File: src/rtl/wt_cache.sv
module wt_cache #(
  parameter int ADDR_W   = 12,
  parameter int DATA_W   = 32,
  parameter int IDX_W    = 3,
  parameter int OFF_W    = 2,
  parameter int WB_DEPTH = 4
) (
  input  logic                    clk,
  input  logic                    rst_n,
  input  logic                    req_valid,
  input  logic                    req_we,
  input  logic [ADDR_W-1:0]       req_addr,
  input  logic [DATA_W-1:0]       req_wdata,
  output logic                    req_ready,
  output logic                    rsp_valid,
  output logic [DATA_W-1:0]       rsp_rdata,
  output logic                    mem_rd_req,
  output logic [ADDR_W-OFF_W-1:0] mem_rd_line,
  input  logic                    mem_rd_ready,
  input  logic                    mem_fill_valid,
  input  logic [DATA_W-1:0]       mem_fill_data,
  output logic                    mem_wr_valid,
  output logic [ADDR_W-1:0]       mem_wr_addr,
  output logic [DATA_W-1:0]       mem_wr_data,
  input  logic                    mem_wr_ready
);
  localparam int LINES = 1 << IDX_W;
  localparam int WORDS = 1 << OFF_W;
  localparam int TAG_W = ADDR_W - IDX_W - OFF_W;
  localparam int PTR_W = (WB_DEPTH > 1) ? $clog2(WB_DEPTH) : 1;
  localparam logic [PTR_W:0] WB_FULL = (PTR_W+1)'(WB_DEPTH);

  typedef enum logic [1:0] {S_IDLE, S_DRAIN, S_FETCH, S_FILL} state_t;
  state_t state;

  logic [DATA_W-1:0] data_q [LINES*WORDS];
  logic [TAG_W-1:0]  tag_q  [LINES];
  logic [LINES-1:0]  line_ok;

  logic [ADDR_W-1:0] q_addr [WB_DEPTH];
  logic [DATA_W-1:0] q_data [WB_DEPTH];
  logic [PTR_W-1:0]  q_rd, q_wr;
  logic [PTR_W:0]    q_cnt;

  logic [ADDR_W-1:0] miss_addr;
  logic [OFF_W-1:0]  beat;
  logic [DATA_W-1:0] picked;

  wire [OFF_W-1:0] r_off = req_addr[OFF_W-1:0];
  wire [IDX_W-1:0] r_idx = req_addr[OFF_W +: IDX_W];
  wire [TAG_W-1:0] r_tag = req_addr[ADDR_W-1 -: TAG_W];
  wire [OFF_W-1:0] m_off = miss_addr[OFF_W-1:0];
  wire [IDX_W-1:0] m_idx = miss_addr[OFF_W +: IDX_W];

  wire hit     = line_ok[r_idx] && (tag_q[r_idx] == r_tag);
  wire q_full  = (q_cnt == WB_FULL);
  assign req_ready = (state == S_IDLE) && !(req_we && q_full);
  wire accept  = req_valid && req_ready;
  wire push    = accept && req_we;
  wire ld_acc  = accept && !req_we;
  wire pop     = mem_wr_valid && mem_wr_ready;
  wire fill_go = (state == S_FILL) && mem_fill_valid;
  wire fill_end = fill_go && (&beat);

  assign mem_wr_valid = (q_cnt != '0);
  assign mem_wr_addr  = q_addr[q_rd];
  assign mem_wr_data  = q_data[q_rd];
  assign mem_rd_req   = (state == S_FETCH);
  assign mem_rd_line  = miss_addr[ADDR_W-1:OFF_W];

  // store queue
  always_ff @(posedge clk) begin
    if (push) begin
      q_addr[q_wr] <= req_addr;
      q_data[q_wr] <= req_wdata;
    end
  end

  always_ff @(posedge clk) begin
    if (!rst_n) begin
      q_rd  <= '0;
      q_wr  <= '0;
      q_cnt <= '0;
    end else begin
      if (push) q_wr <= (q_wr == PTR_W'(WB_DEPTH-1)) ? '0 : q_wr + 1'b1;
      if (pop)  q_rd <= (q_rd == PTR_W'(WB_DEPTH-1)) ? '0 : q_rd + 1'b1;
      case ({push, pop})
        2'b10:   q_cnt <= q_cnt + 1'b1;
        2'b01:   q_cnt <= q_cnt - 1'b1;
        default: q_cnt <= q_cnt;
      endcase
    end
  end

  // cache arrays
  always_ff @(posedge clk) begin
    if (push && hit) data_q[{r_idx, r_off}] <= req_wdata;
    if (fill_go)     data_q[{m_idx, beat}]  <= mem_fill_data;
    if (fill_end)    tag_q[m_idx] <= miss_addr[ADDR_W-1 -: TAG_W];
  end

  // control
  always_ff @(posedge clk) begin
    if (!rst_n) begin
      state     <= S_IDLE;
      line_ok   <= '0;
      beat      <= '0;
      miss_addr <= '0;
      picked    <= '0;
      rsp_valid <= 1'b0;
      rsp_rdata <= '0;
    end else begin
      rsp_valid <= 1'b0;
      case (state)
        S_IDLE: if (ld_acc) begin
          if (hit) begin
            rsp_valid <= 1'b1;
            rsp_rdata <= data_q[{r_idx, r_off}];
          end else begin
            miss_addr <= req_addr;
            state     <= S_DRAIN;
          end
        end
        S_DRAIN: if (q_cnt == '0) state <= S_FETCH;
        S_FETCH: if (mem_rd_ready) begin
          beat  <= '0;
          state <= S_FILL;
        end
        default: if (fill_go) begin
          beat <= beat + 1'b1;
          if (beat == m_off) picked <= mem_fill_data;
          if (&beat) begin
            line_ok[m_idx] <= 1'b1;
            rsp_valid      <= 1'b1;
            rsp_rdata      <= (beat == m_off) ? mem_fill_data : picked;
            state          <= S_IDLE;
          end
        end
      endcase
    end
  end

  AST_NO_OVERFLOW: assert property (@(posedge clk) disable iff (!rst_n)
    q_cnt <= WB_FULL);
  AST_FULL_HOLDS: assert property (@(posedge clk) disable iff (!rst_n)
    (q_full && !mem_wr_ready) |=> (q_cnt == WB_FULL));
  AST_FETCH_DRAINED: assert property (@(posedge clk) disable iff (!rst_n)
    mem_rd_req |-> !mem_wr_valid);
  AST_WR_STEADY: assert property (@(posedge clk) disable iff (!rst_n)
    (mem_wr_valid && !mem_wr_ready) |=> (mem_wr_valid && $stable(mem_wr_addr) && $stable(mem_wr_data)));
  AST_RD_STEADY: assert property (@(posedge clk) disable iff (!rst_n)
    (mem_rd_req && !mem_rd_ready) |=> (mem_rd_req && $stable(mem_rd_line)));
  AST_HIT_NEXT: assert property (@(posedge clk) disable iff (!rst_n)
    (ld_acc && hit) |=> rsp_valid);
  AST_STORE_POSTED: assert property (@(posedge clk) disable iff (!rst_n)
    push |=> mem_wr_valid);
endmodule

File: config.mk
export PLATFORM = sky130hd
export DESIGN_NAME = wt_cache
export DESIGN_NICKNAME = d
export VERILOG_FILES = /design/src/rtl/wt_cache.sv
export SDC_FILE = /design/constraint.sdc
export NUM_CORES = 1
export LEC_CHECK = 0
export BUFFER_PORTS_ARGS = -buffer_cell sky130_fd_sc_hd__buf_4
export CORE_AREA = 4 4 420 381
export CTS_CLUSTER_SIZE = 24
export DETAILED_ROUTE_END_ITERATION = 8
export DIE_AREA = 0 0 424 385
export HOLD_SLACK_MARGIN = 0.1
export PLACE_DENSITY = 0.5
export SYNTH_ARGS = -nofsm -noshare
export SYNTH_HDL_FRONTEND = slang
export SYNTH_SLANG_ARGS = --single-unit
File: constraint.sdc
create_clock -name clk -period 4.59 [get_ports clk]
set_input_delay 0 -clock clk [delete_from_list [all_inputs] [get_ports clk]]
set_output_delay 0 -clock clk [all_outputs]
set_load 0.01 [all_outputs]
==> results.ini <==
[logic_synthesis]
ys_warn_count=0
synthArstFlopShare=0
ys_types=45
ys_top_cells_by_area=edfxtp_1, mux4_2, dfxtp_1, mux2i_1, nand2_1
syn-instance-count=2474
synth_area_per_cell_sq_um=21.3
synth_top_area_share=0.716
syn-num-nets=2570
ys.flop_type=edfxtp_1
synth.ff_latch_count=1354
synth_common_cells=edfxtp_1, mux4_2, nand2_1
syn_area_sq_mm=0.0527
synth-seq-area-share=0.753
yosysTopAreaCell=edfxtp_1
post-synth-top-count-cell=edfxtp_1
synth_edf_count=1256

[pwr]
finalPower_mw=28.4
switching_share=0.234
power.switching_mw=6.64
p_leak_nw=20.9
clkPwrFrac=0.414
p_int_mw=21.8
combPwrFrac=0.098
ir_drop_uv=249
power_frac_seq=0.488
power_density_mw_per_mm2=448

[worst_hold_path]
hold_path.class=in2reg
holdPathStages=5
min_to=picked[0]$_SDFFE_PN0P_
min-delay-start=mem_fill_data[0]

[setup_path]
r2r_cells=11
r2r-start=state[0]$_SDFFE_PN0P_
cp-start-kind=flop
reg2reg_to=data_q[20][17]$_DFFE_PP_
crit_family=simple AND/OR/NAND/NOR gates
critPathBufInv=4
reg2reg_slack_ns=0.52
critPathMaxFanout=17
endpoint_kind=flop
crit_required_ns=5.04
path_cells=inv_1 -> ha_1 -> inv_2 -> a41oi_1 -> and3_1 -> inv_1 -> or3_1 -> nor4_1 -> o21ai_2 -> nor2_4 -> buf_4
critPathArrivalTime_ns=4.52
setup.worst_path.class=reg2reg
critPathMostFrequentCell=inv_1
crit_slowest_cell=nor2_4
cp_slowest_stage_delay_ns=0.62

[detailed_routing]
dr.pass1.iters=7
drtAntennaViolNets=0
wl_um=141000
vias=26143
viasPerCell=5.12
drt-initial-drc-count=2362
drc=0
wl_per_cell_um=27.6

[timing]
fin_tns_setup_ns=0
min_period_over_period=0.887
final-hold-violation-count=0
fmax_mhz=246
worst_slew_pin_slew_ns=1.21
rsz0062_at_grt=no
setup_violations=0
finalCriticalPeriod_ns=4.07
finalMaxSlewViolations=0
worst_slack_ns=0.519
skew_ns=0.0427
slew_headroom=0.191

[clock_network]
cts.htree.levels=4
cts_root_buf=clkbuf_16
post_cts_buffers=0
cts.sinks=1354
clk_latency_ns=0.78
clkTransAtPathRegs_ns=0.06
cts_buffers=146
cts_hold_buf=142
post_cts_resized=0
cts_tree=yes
cts_buffer_depth=3

[floorplan]
die_height_um=385
die_w_um=424
die_area_sq_mm=0.163
pin_count=173
initial_core_util=0.338
design.core.area_sq_mm=0.156
rows=138

[grt]
antenna_found_initial=6
grt_pass1_vias=27102
grt_start_max_net_pins=89
grt_overflow_total=0
grt_pass1_wl_um=203000
grt_usage=0.173

[run]
maxCapViolations=0

[finish]
nNetsFinal=2988
drive_gt1_frac=0.314
syn2layout_area_growth_pct=20.4
instances_no_fill=5110

[placed_design]
portBuffers=172
dp.cells=4702
pre_cts_ws_ns=0.480
gp_congestion=0.769
dpl.hpwl_um=89500

[outcome]
status=completed

## registers in the layout, summed over array words and instances, names as in the netlist, 3 cells and up, named ones only
signal,flops
q_data,128
q_cnt,3
rsp_rdata,32
data_q,1024
line_ok,8
q_addr,48
tag_q,56
miss_addr,12
picked,32
## worst max path at each step
stage | startpoint | to | slack, ns | cells past startpoint
global placement | state[0]$_SDFFE_PN0P_ | data_q[21][2]$_DFFE_PP_ | 0.56 | 11
finish | state[0]$_SDFFE_PN0P_ | data_q[20][17]$_DFFE_PP_ | 0.52 | 11
CTS | state[0]$_SDFFE_PN0P_ | data_q[21][19]$_DFFE_PP_ | 0.44 | 11
global route | state[0]$_SDFFE_PN0P_ | data_q[21][18]$_DFFE_PP_ | 0.23 | 11
detailed placement | state[0]$_SDFFE_PN0P_ | data_q[21][18]$_DFFE_PP_ | 0.48 | 11
floorplan | state[0]$_SDFFE_PN0P_ | data_q[0][0]$_DFFE_PP_ | 0.59 | 11
## stage by stage
| stage | cell area [sq um] | hold slack, ns | utilization |
|---|---|---|---|
| after floorplan | 52700 | 0.0989 | - |
| after detailed placement | 57200 | 0.214 | 0.366 |
| after global routing | 63400 | 0.168 | 0.406 |
| final | 63500 | 0.168 | 0.407 |
| after global placement | 57200 | 0.213 | 0.366 |
| after CTS | 63400 | 0.119 | 0.406 |
## layer usage
layer / track usage / vias up / routed length (um)
met1: 0.251 / 14160 / 63600
met3: 0.0255 / 149 / 7420
met4: 0.0427 / 0 / 2620
li1: - / 11020 / -
met2: 0.276 / 814 / 67500
met5: 0 / - / 0
## worst register-to-register path, delay by kind of cell (launching register included)
kind	cells	cell delay [ns]
AND/OR/NAND/NOR	4	1.88
buffers and inverters	4	0.72
AO/OA/AOI/OAI	2	0.57
flip-flops	1	0.36
adder cells (fa/ha/maj)	1	0.21
## power groups by stage
stage	Combinational (mW)	Sequential, mW	Clock, mW
3_3_place_gp	2.70	14.1	0
3_5_place_dp	2.74	14.1	0
6_report	2.78	13.9	11.8
4_1_cts	2.85	13.9	12.0
2_1_floorplan	1.59	14.0	0
5_1_grt	2.98	13.9	12.6
## cell type report
class / count / area (sq um)
antenna: 1 / 2.50
clock buffer: 193 / 3980
clock inverter: 72 / 846
fill: 13722 / 92600
inverter: 11 / 41.3
multi-input combinational: 959 / 12600
sequential: 1354 / 39700
tap: 2100 / 2630
timing repair buffer: 420 / 3700
## layout by cell type, fill, tap and decap left out, types with 16 or more instances in the layout
master / instances
mux2_2: 34
a21boi_0: 35
o21ai_0: 23
mux4_2: 378
clkbuf_1: 37
buf_4: 261
clkinv_2: 18
clkbuf_16: 150
dlygate4sd3_1: 142
nor2b_1: 20
nor2_4: 33
nor2_1: 16
mux2i_1: 93
clkinv_1: 26
dfxtp_1: 96
o211a_1: 20
nand2_1: 202
edfxtp_1: 1256
## kinds of logic after synthesis
family,count (synthesis),synth area share
adder cells (fa/ha/maj),13,0.00323
flip-flops,1354,0.753
multiplexers,505,0.187
AO/OA/AOI/OAI,116,0.0163
XOR/XNOR,10,0.00166
buffers and inverters,161,0.0137
AND/OR/NAND/NOR,315,0.0255
Power figures use the tool's default switching activity.
